<file path="config.mk">
export PLATFORM = sky130hd
export DESIGN_NAME = flash_wait_ctrl
export DESIGN_NICKNAME = d
export VERILOG_FILES = /design/src/rtl/fwc_pkg.sv /design/src/rtl/fwc_ctrl_regs.sv /design/src/rtl/fwc_wait_calc.sv /design/src/rtl/fwc_stall_seq.sv /design/src/rtl/flash_wait_ctrl.sv
export SDC_FILE = /design/constraint.sdc
export NUM_CORES = 1
export LEC_CHECK = 0
export ABC_AREA = 1
export ABC_CLOCK_PERIOD_IN_PS = 1300
export CAP_MARGIN = 30
export CORE_MARGIN = 3
export CORE_UTILIZATION = 42
export CTS_CLUSTER_SIZE = 16
export DETAILED_ROUTE_END_ITERATION = 8
export GPL_TIMING_DRIVEN = 0
export PLACE_DENSITY_LB_ADDON = 0.2
export SLEW_MARGIN = 20
export SYNTH_ARGS = -nofsm -noshare
export SYNTH_HDL_FRONTEND = slang
export SYNTH_HIERARCHICAL = 1
export SYNTH_SLANG_ARGS = --single-unit
export TNS_END_PERCENT = 10
</file>
<file path="constraint.sdc">
create_clock -name clk -period 1.3 [get_ports clk]
set_input_delay 0.195 -clock clk [delete_from_list [all_inputs] [get_ports clk]]
set_output_delay 0.195 -clock clk [all_outputs]
set_load 0.005 [all_outputs]
</file>
<file path="src/rtl/fwc_pkg.sv">
package fwc_pkg;
  localparam int DATA_W = 32;
  localparam logic [DATA_W-1:0] CTRL_RST  = 32'h0000_8000;
  localparam logic [DATA_W-1:0] CTRL_MASK = 32'h000F_CF04;

  localparam int BIT_LOCK  = 2;
  localparam int BIT_ADDRW = 14;
  localparam int BIT_AUTO  = 15;
  localparam int FCNT_LSB  = 8;
  localparam int BMODE_LSB = 16;

  typedef struct packed {
    logic       auto_en;
    logic       addr_ws;
    logic [3:0] flash_ws;
    logic [3:0] buf_mode;
    logic       lock;
  } ctrl_fields_t;

  typedef enum logic [1:0] {
    ST_IDLE = 2'd0,
    ST_WAIT = 2'd1,
    ST_DONE = 2'd2
  } stall_st_e;
endpackage

</file>
<file path="src/rtl/fwc_ctrl_regs.sv">
module fwc_ctrl_regs
  import fwc_pkg::*;
#(
  parameter int ADDR_W = 4
) (
  input  logic              clk,
  input  logic              rst_n,
  input  logic              wr_en,
  input  logic              rd_en,
  input  logic [ADDR_W-1:0] addr,
  input  logic [DATA_W-1:0] wdata,
  input  logic              priv,
  output logic [DATA_W-1:0] rdata,
  output logic              err,
  output ctrl_fields_t      fields
);
  logic [DATA_W-1:0] ctrl_q, ctrl_d;
  logic [DATA_W-1:0] rdata_q, rdata_d;
  logic              err_q, err_d;
  logic              sel, allowed, ctrl_en;

  always_comb begin
    sel     = (addr == '0);
    allowed = priv || !ctrl_q[BIT_LOCK];
    ctrl_en = wr_en && sel && allowed;
    ctrl_d  = wdata & CTRL_MASK;
    rdata_d = (rd_en && sel && allowed) ? ctrl_q : '0;
    err_d   = (wr_en || rd_en) && sel && !allowed;
  end

  always_ff @(posedge clk or negedge rst_n) begin
    if (!rst_n) begin
      ctrl_q  <= CTRL_RST;
      rdata_q <= '0;
      err_q   <= 1'b0;
    end else begin
      if (ctrl_en) ctrl_q <= ctrl_d;
      rdata_q <= rdata_d;
      err_q   <= err_d;
    end
  end

  assign rdata = rdata_q;
  assign err   = err_q;
  assign fields.auto_en  = ctrl_q[BIT_AUTO];
  assign fields.addr_ws  = ctrl_q[BIT_ADDRW];
  assign fields.flash_ws = ctrl_q[FCNT_LSB +: 4];
  assign fields.buf_mode = ctrl_q[BMODE_LSB +: 4];
  assign fields.lock     = ctrl_q[BIT_LOCK];

  assert_blocked_write_R8: assert property (@(posedge clk) disable iff (!rst_n)
    (wr_en && !priv && ctrl_q[BIT_LOCK]) |=> $stable(ctrl_q));
  assert_reserved_zero_R2: assert property (@(posedge clk) disable iff (!rst_n)
    (ctrl_q & ~CTRL_MASK) == '0);
  assert_err_cause_R8: assert property (@(posedge clk) disable iff (!rst_n)
    err |-> $past(wr_en || rd_en));
  assert_rdata_idle_R11: assert property (@(posedge clk) disable iff (!rst_n)
    !rd_en |=> (rdata == '0));
endmodule

</file>
<file path="src/rtl/fwc_wait_calc.sv">
module fwc_wait_calc
  import fwc_pkg::*;
#(
  parameter int ACC_CYC = 3,
  parameter int CNT_W   = 5
) (
  input  ctrl_fields_t     fields,
  input  logic             buf_hit,
  output logic [CNT_W-1:0] wait_cnt
);
  localparam logic [CNT_W-1:0] AUTO_TERM = CNT_W'(ACC_CYC + 2);

  logic [CNT_W-1:0] manual_cnt, miss_cnt, hit_cnt;
  logic             det_hit;

  always_comb begin
    manual_cnt = CNT_W'(fields.addr_ws) + CNT_W'(fields.flash_ws);
    miss_cnt   = fields.auto_en ? (CNT_W'(fields.addr_ws) + AUTO_TERM) : manual_cnt;
    det_hit    = (fields.buf_mode == 4'd1);
    hit_cnt    = det_hit ? manual_cnt : '0;
    wait_cnt   = buf_hit ? hit_cnt : miss_cnt;
  end

  always_comb begin
    if (buf_hit && fields.buf_mode != 4'd1) begin
      assert_fast_hit_R7: assert (wait_cnt == '0);
    end
  end
endmodule

</file>
<file path="src/rtl/fwc_stall_seq.sv">
module fwc_stall_seq
  import fwc_pkg::*;
#(
  parameter int CNT_W = 5
) (
  input  logic             clk,
  input  logic             rst_n,
  input  logic             req_valid,
  input  logic [CNT_W-1:0] wait_cnt,
  output logic             rd_ready,
  output logic             busy
);
  stall_st_e        state_q, state_d;
  logic [CNT_W-1:0] cnt_q, cnt_d;
  logic             cnt_en;

  always_comb begin
    state_d = state_q;
    cnt_d   = cnt_q;
    cnt_en  = 1'b0;
    case (state_q)
      ST_IDLE: begin
        if (req_valid) begin
          if (wait_cnt == '0) begin
            state_d = ST_DONE;
          end else begin
            state_d = ST_WAIT;
            cnt_d   = wait_cnt;
            cnt_en  = 1'b1;
          end
        end
      end
      ST_WAIT: begin
        cnt_d  = cnt_q - 1'b1;
        cnt_en = 1'b1;
        if (cnt_q == CNT_W'(1)) state_d = ST_DONE;
      end
      ST_DONE: state_d = ST_IDLE;
      default: state_d = ST_IDLE;
    endcase
  end

  always_ff @(posedge clk or negedge rst_n) begin
    if (!rst_n) begin
      state_q <= ST_IDLE;
      cnt_q   <= '0;
    end else begin
      state_q <= state_d;
      if (cnt_en) cnt_q <= cnt_d;
    end
  end

  assign rd_ready = (state_q == ST_DONE);
  assign busy     = (state_q != ST_IDLE);

  assert_ready_pulse_R9: assert property (@(posedge clk) disable iff (!rst_n)
    rd_ready |=> !rd_ready);
  assert_busy_from_req_R9: assert property (@(posedge clk) disable iff (!rst_n)
    $rose(busy) |-> $past(req_valid));
  assert_wait_count_live_R9: assert property (@(posedge clk) disable iff (!rst_n)
    (state_q == ST_WAIT) |-> (cnt_q != '0));
endmodule

</file>
<file path="src/rtl/flash_wait_ctrl.sv">
module flash_wait_ctrl
  import fwc_pkg::*;
#(
  parameter int ADDR_W  = 4,
  parameter int ACC_CYC = 3
) (
  input  logic              clk,
  input  logic              rst_n,
  input  logic              reg_wr,
  input  logic              reg_rd,
  input  logic [ADDR_W-1:0] reg_addr,
  input  logic [31:0]       reg_wdata,
  input  logic              reg_priv,
  output logic [31:0]       reg_rdata,
  output logic              reg_err,
  input  logic              req_valid,
  input  logic              req_buf_hit,
  output logic              rd_ready,
  output logic              rd_busy
);
  localparam int MAX_WAIT = (ACC_CYC + 3 > 16) ? (ACC_CYC + 3) : 16;
  localparam int CNT_W    = $clog2(MAX_WAIT + 1);

  logic [1:0]       rst_sync_q;
  logic             rst_n_i;
  ctrl_fields_t     fields;
  logic [CNT_W-1:0] wait_cnt;

  always_ff @(posedge clk or negedge rst_n) begin
    if (!rst_n) rst_sync_q <= 2'b00;
    else        rst_sync_q <= {rst_sync_q[0], 1'b1};
  end
  assign rst_n_i = rst_sync_q[1];

  fwc_ctrl_regs #(.ADDR_W(ADDR_W)) u_regs (
    .clk(clk), .rst_n(rst_n_i), .wr_en(reg_wr), .rd_en(reg_rd),
    .addr(reg_addr), .wdata(reg_wdata), .priv(reg_priv),
    .rdata(reg_rdata), .err(reg_err), .fields(fields)
  );

  fwc_wait_calc #(.ACC_CYC(ACC_CYC), .CNT_W(CNT_W)) u_calc (
    .fields(fields), .buf_hit(req_buf_hit), .wait_cnt(wait_cnt)
  );

  fwc_stall_seq #(.CNT_W(CNT_W)) u_seq (
    .clk(clk), .rst_n(rst_n_i), .req_valid(req_valid),
    .wait_cnt(wait_cnt), .rd_ready(rd_ready), .busy(rd_busy)
  );

  assert_zero_wait_next_R5: assert property (@(posedge clk) disable iff (!rst_n_i)
    (req_valid && !rd_busy && wait_cnt == '0) |=> rd_ready);
endmodule

</file>
Word-level counts from Yosys, hierarchy flattened

Index checks and enable logic that the tools add are counted.

Input port bits: 43
Logic and storage cells: 47
Memory bits (writable): 0
Output and inout port bits: 35
Bits in latches: 0
ROM bits: 0
Memories: 0
Bits in registers: 53

Bitwise operators: 0
Mux-type cells: 14
$lt $le $gt $ge: 0
Shift operators: 0
Eq/ne operators: 7
$mul: 0
Reduce and logical (&&, ||, !) cells: 17
Divide/modulo/power cells: 0
$add $sub $neg: 3

Operators with widths:

| cell                  | count |
|---|---|
| $mux W5               | 5 |
| $mux W20              | 1 |
| $pmux W5 S2           | 1 |
| $logic_and A1 B1 Y1   | 6 |
| $mux W2               | 3 |
| $add A1 B4 Y5         | 1 |
| $eq A5 B1 Y1 const B  | 1 |
| $logic_not A5 Y1      | 1 |
| $sub A5 B1 Y5 const B | 1 |
| $add A1 B3 Y4 const B | 1 |
| $eq A4 B1 Y1 const B  | 1 |
| $logic_not A4 Y1      | 1 |
| $ne A2 B2 Y1 const B  | 2 |
| $pmux W2 S2           | 1 |
| $reduce_and A4 Y1     | 1 |
| $reduce_bool A2 Y1    | 2 |
| $eq A2 B1 Y1 const B  | 1 |
| $eq A2 B2 Y1 const B  | 1 |
| $logic_not A1 Y1      | 2 |
| $logic_not A2 Y1      | 1 |
| $logic_or A1 B1 Y1    | 2 |
| $mux W1               | 2 |
| $ne A2 B1 Y1 const B  | 1 |
| $pmux W1 S2           | 1 |
| $reduce_and A2 Y1     | 1 |

Longest topological paths before layout

Depth after elaboration: 8
Mapped depth: 12
Gate-level depth less buffers: 12

Modules after synthesis

Netlist, hierarchy kept.

Modules (own cells, without submodules):

| module          | seq. area each (um^2) | cells an instance | times used | area each (um^2) |
|---|---|---|---|---|
| fwc_ctrl_regs   | 576.8                 | 105               | 1          | 1101.1 |
| fwc_stall_seq   | 175.2                 | 70                | 1          | 484.2 |
| fwc_wait_calc   | 0.0                   | 31                | 1          | 175.2 |
| flash_wait_ctrl | 50.0                  | 3                 | 1          | 53.8 |

Least setup slack after synthesis

Ideal clock, no wire load.

Path type: reg-to-reg
From: register u_regs.ctrl_q[8]
To: register u_seq.cnt_q[2]
Required time: 1.183 ns
Arrival: 1.629 ns
Library setup time: 0.117 ns
Period minus slack after synthesis: 1.746 ns
Path buffers: 0
Stages on the path, launching flop included: 13
Slack: -0.446 ns
Cell sequence: dfrtp_1 ha_1 ha_1 inv_1 o21ai_0 nand2_1 o21ai_1 nor2_1 nand3_1 nand2_1 nand2_1 nand2_1 nand2_1

Longest elaborated chain between the ends: 8
Elaborated cells on any way between the ends: 13
Those cells by class: add/sub: 1; eq/ne: 1; mux: 9; reduce/logical: 2

RTL lines:

| item                                   | line                                     | text |
|---|---|---|
| start, declared                        | fwc_ctrl_regs.sv:17                      | `logic [DATA_W-1:0] ctrl_q, ctrl_d;` |
| start signal, assigned                 | fwc_ctrl_regs.sv:37                      | `if (ctrl_en) ctrl_q <= ctrl_d;` |
| $add A1 B4 Y5 (*)                      | fwc_wait_calc.sv:17                      | `manual_cnt = CNT_W'(fields.addr_ws) + CNT_W'(fields.flash_ws);` |
| $mux W5 (on tied branches)             | fwc_wait_calc.sv:18, fwc_wait_calc.sv:20 |  |
| $mux W5 (*)                            | fwc_wait_calc.sv:21                      | `wait_cnt = buf_hit ? hit_cnt : miss_cnt;` |
| named net wait_cnt[1]                  | flash_wait_ctrl.sv:27                    | `logic [CNT_W-1:0] wait_cnt;` |
| $logic_not A5 Y1 (*)                   | fwc_stall_seq.sv:24                      | `if (wait_cnt == '0) begin` |
| $mux W1                                | fwc_stall_seq.sv:24                      |  |
| $mux W1                                | fwc_stall_seq.sv:23                      | `if (req_valid) begin` |
| $pmux W1 S2                            | fwc_stall_seq.sv:21                      | `case (state_q)` |
| $reduce_and A4 Y1 (no source line) (*) | n/a                                      |  |
| end signal, assigned                   | fwc_stall_seq.sv:49                      | `if (cnt_en) cnt_q <= cnt_d;` |
| end, declared                          | fwc_stall_seq.sv:14                      | `logic [CNT_W-1:0] cnt_q, cnt_d;` |

Mark *: on every way through the listed nets, which the timed path passes. The rest lies on a longest branch. The select of a mux whose other input is x is not followed.
A chain may end at the register's enable or synchronous reset.

Worst setup path in the final report

From: register u_regs.ctrl_q[14]
To: register u_seq.cnt_q[3]

Longest elaborated chain between the ends: 8
Elaborated cells on any way between the ends: 14
Those cells by class: add/sub: 2; eq/ne: 1; mux: 9; reduce/logical: 2

RTL lines:

| item                                                  | line |
|---|---|
| $add A1 B4 Y5 / $add A1 B3 Y4 (equally long branches) | fwc_wait_calc.sv:17, fwc_wait_calc.sv:18 |
| $mux W5 (on tied branches)                            | fwc_wait_calc.sv:18, fwc_wait_calc.sv:20 |
| $mux W5 (*)                                           | fwc_wait_calc.sv:21 |
| named net wait_cnt[2]                                 | flash_wait_ctrl.sv:27 |
| $logic_not A5 Y1 (*)                                  | fwc_stall_seq.sv:24 |
| $mux W1                                               | fwc_stall_seq.sv:24 |
| $mux W1                                               | fwc_stall_seq.sv:23 |
| $pmux W1 S2                                           | fwc_stall_seq.sv:21 |
| $reduce_and A4 Y1 (no source line) (*)                | n/a |

Marks and branches as above.

==> run_results.csv <==
group,metric,value,unit
routing,antenna_left,0,
final_layout,synthToLayoutAreaGrowth,36.76,%
sta,tightest_slew,0.6567,ns
hold_path,hold_class,"in -> async",
critical_path,crit_path_max_fanout,4,
power_and_ir_drop,max-vdd-ir-drop,0.5532,mV
floorplan,die_height,71.73,um
job,cap_violations,0,
critical_path,cp_num_buf_inv,1,
routing,top_layer,"met4",
routing,wire_per_inst,11.02,um
yosys,synth_cell_type_count,27,
cts,clock_path_buffers,2,
sta,post-route-min-period,1.781,ns
critical_path,cp_slowest_cell,"dfrtp_1",
power_and_ir_drop,switchingPower,1.263,mW
critical_path,endpoint_kind,"register",
power_and_ir_drop,intPower,2.147,mW
yosys,synth-seq-cells,32,
sta,maxSlewHeadroom,56.22,%
final_layout,fin_nets,325,
routing,viasPerCell,4.485,
grt,grt_pass1_vias,1416,
grt,antenna_found_initial,0,
grt,grtUsageTotal,15.50,%
cts,clk_latency,0.28,ns
sta,setup_viol,7,
cts,numCtsBuffers,5,
power_and_ir_drop,combPwrFrac,38.1,%
cts,root_buffer,"clkbuf_8",
critical_path,critPathLaunchType,"register",
place,dp_hpwl,2.647,mm
routing,dr_total_vias,1471,
yosys,synth_flop_cell,"dfrtp_1",
routing,first_pass_iters,5,
critical_path,arrival,1.95,ns
sta,rsz0062_at_grt,"true",
floorplan,ios,78,
floorplan,rows,23,
power_and_ir_drop,clkPwrFrac,22.0,%
yosys,synth_top_area_share,42.76,%
yosys,netlist_area,1814,um^2
power_and_ir_drop,leakagePower,1.340,nW
floorplan,fp.dieArea,5144,um^2
final_layout,seq_area,803.3,um^2
yosys,async_flop_share,100.0,%
routing,totalWireLength,3.614,mm
yosys,synthTopCellsByCount,"nand2_1 (45), dfrtp_1 (31), nand3_1 (29), buf_4 (21), inv_1 (18)",
power_and_ir_drop,seq_power_share,40.0,%
critical_path,crit_family,"simple AND/OR/NAND/NOR gates",
power_and_ir_drop,switching_share,37.04,%
routing,dr_wl_met3,214,um
grt,grt_max_degree,31,
yosys,syn_avg_cell_area,8.681,um^2
yosys,yosysWarningCount,6,
final_layout,num_antenna_cells,0,
place,port_buffers,35,
final_layout,fill_cells,365,
sta,setup_ws,-0.4811,ns
grt,grt-ovfl-total,0,
sta,holdWs,0.06616,ns
cts,clk_pin_slew,0.07,ns
sta,hold_viol,0,
yosys,ys_seq_area_share,44.21,%
cts,htreeDepth,2,
sta,drv_slew,0,
critical_path,cp_slowest_stage_delay,0.42,ns
routing,drt_iter0_markers,93,
outcome,violations,"setup timing",
critical_path,cp_cell_sequence,"ha_2 -> ha_4 -> xor2_1 -> nor2_1 -> nor2_2 -> nor2_1 -> nand3_2 -> buf_4 -> nand3_1 -> nand3_1",
grt,grt_pass1_wl,6.258,mm
yosys,synth_edf_count,0,
sta,finalCritPeriodShare,137.0,%
routing,m1WireLength,1.555,mm
yosys,synth_top_cell_by_area,"dfrtp_1",
cts,clock_sinks,32,
power_and_ir_drop,pwr_density_cell,1374,nW/um^2
yosys,synth_area_leaders,"dfrtp_1 (43%), nand2_1 (9.3%), buf_4 (8.7%)",
yosys,synthCells,209,
floorplan,start_util,44.40,%
critical_path,timing.setup.critical_path_class,"reg -> reg",
critical_path,required,1.47,ns
cts,cts_tree,"built",
final_layout,final_util,60.72,%
sta,max_freq,0.5615,GHz
outcome,outcome,"complete, but fails checks",
final_layout,multi_input_area,858.3,um^2
yosys,synth_most_common_cell,"nand2_1",
floorplan,core_area,4086,um^2
final_layout,drive_gt1_share,27.70,%
routing,wl_met2,1.793,mm
place,place.gp.congestion,0.7420,
sta,clock_skew,0.006467,ns
routing,drcViolationCount,0,
power_and_ir_drop,total_power,3.410,mW
floorplan,dieWidth,71.73,um
-- sequential cells by signal, indices dropped and copies added, names as in the netlist --
name	cells
u_seq/state_q	2
rst_sync_q	2
u_seq/cnt_q	5
u_regs/ctrl_q	11
u_regs/err	1
u_regs/rdata	11
-- what timing repair did --
action	CTS	global route
setup buffers	3	3
resized for setup	15	9
pin swaps	4	6
hold buffers	0	0
setup endpoints to repair	18	12
-- cell usage in the layout, fill, tap and decap left out, types with 2 or more instances in the layout --
cell type	netlist	final
nand2_1	45	39
dfrtp_1	31	30
nand3_1	29	28
buf_4	21	27
conb_1	2	22
clkdlybuf4s50_1	0	21
inv_1	18	17
dlygate4sd2_1	0	11
nor2_1	12	11
nor3b_2	10	10
nor2_2	5	6
clkbuf_8	0	5
nand2_2	1	5
inv_2	3	4
dlymetal6s2s_1	0	3
nand4_1	3	3
a21oi_1	3	3
o21ai_1	3	3
o21ai_2	2	3
ha_1	5	3
buf_6	3	3
clkinv_2	0	2
nand3_2	1	2
buf_2	2	2
nand2_4	0	2
o21ai_0	3	2
-- per-layer routing --
metal	GRT usage (%)	vias to the layer above
met1	19.03	665
met5	0	-
met4	6.889	0
li1	-	758
met2	26.33	44
met3	2.945	4
-- power groups by stage --
| stage | clock network, mW | logic [mW] | registers, mW |
|---|---|---|---|
| 2_1_floorplan | 0 | 0.879 | 1.33 |
| 3_3_place_gp | 0 | 1.12 | 1.38 |
| 3_5_place_dp | 0 | 1.16 | 1.38 |
| 4_1_cts | 0.781 | 1.20 | 1.36 |
| 5_1_grt | 0.807 | 1.49 | 1.40 |
| 6_report | 0.749 | 1.30 | 1.36 |
-- through the flow --
step	cells	cell area [um^2]	setup WS, ns	TNS, ns
after global placement	314	2322	-0.5035	-4.593
after CTS	325	2434	-0.4491	-2.977
after detailed placement	314	2323	-0.5431	-4.342
final	328	2481	-0.4811	-3.205
after global routing	328	2481	-0.6394	-4.358
after floorplan	229	1909	-0.3637	-2.361
-- path summary, 6_finish.rpt --
path / from / to / slack [ns] / cells past startpoint
worst min-delay path: rst_n / rst_sync_q[1]$_DFF_PN0_ / 0.07 / 1
worst min register to register: rst_sync_q[1]$_DFF_PN0_ / u_regs/rdata[10]$_DFF_PN0_ / 0.30 / 0
worst max register to register: u_regs/ctrl_q[14]$_DFFE_PN0P_ / u_seq/cnt_q[3]$_DFFE_PN0P_ / -0.48 / 10
max in group asynchronous: rst_sync_q[1]$_DFF_PN0_ / u_regs/err$_DFF_PN0_ / 0.57 / 0
min in group clk: rst_sync_q[0]$_DFF_PN0_ / rst_sync_q[1]$_DFF_PN0_ / 0.36 / 0
worst max-delay path: u_regs/ctrl_q[14]$_DFFE_PN0P_ / u_seq/cnt_q[3]$_DFFE_PN0P_ / -0.48 / 10
-- cell type report --
cell class | count | area share, %
clock inverters | 3 | 0.7564
clock buffers | 5 | 2.774
repair buffers | 41 | 15.68
multi-input cells | 150 | 34.59
well taps | 50 | 2.521
inverters | 21 | 3.177
flip-flops and latches | 32 | 32.38
plain buffers | 26 | 8.119
-- kinds of logic after synthesis --
| family | Yosys count | share of synthesized area, % |
|---|---|---|
| AOI/OAI and AO/OA | 12 | 3.862 |
| xor gates and xnor gates | 2 | 0.9657 |
| adders and majority gates | 5 | 3.448 |
| buffers and inverters | 47 | 15.45 |
| DFF | 32 | 44.21 |
| other | 2 | 0.4139 |
| and+or+nand+nor | 109 | 31.66 |
No activity file was read; power rests on OpenSTA's default activity.
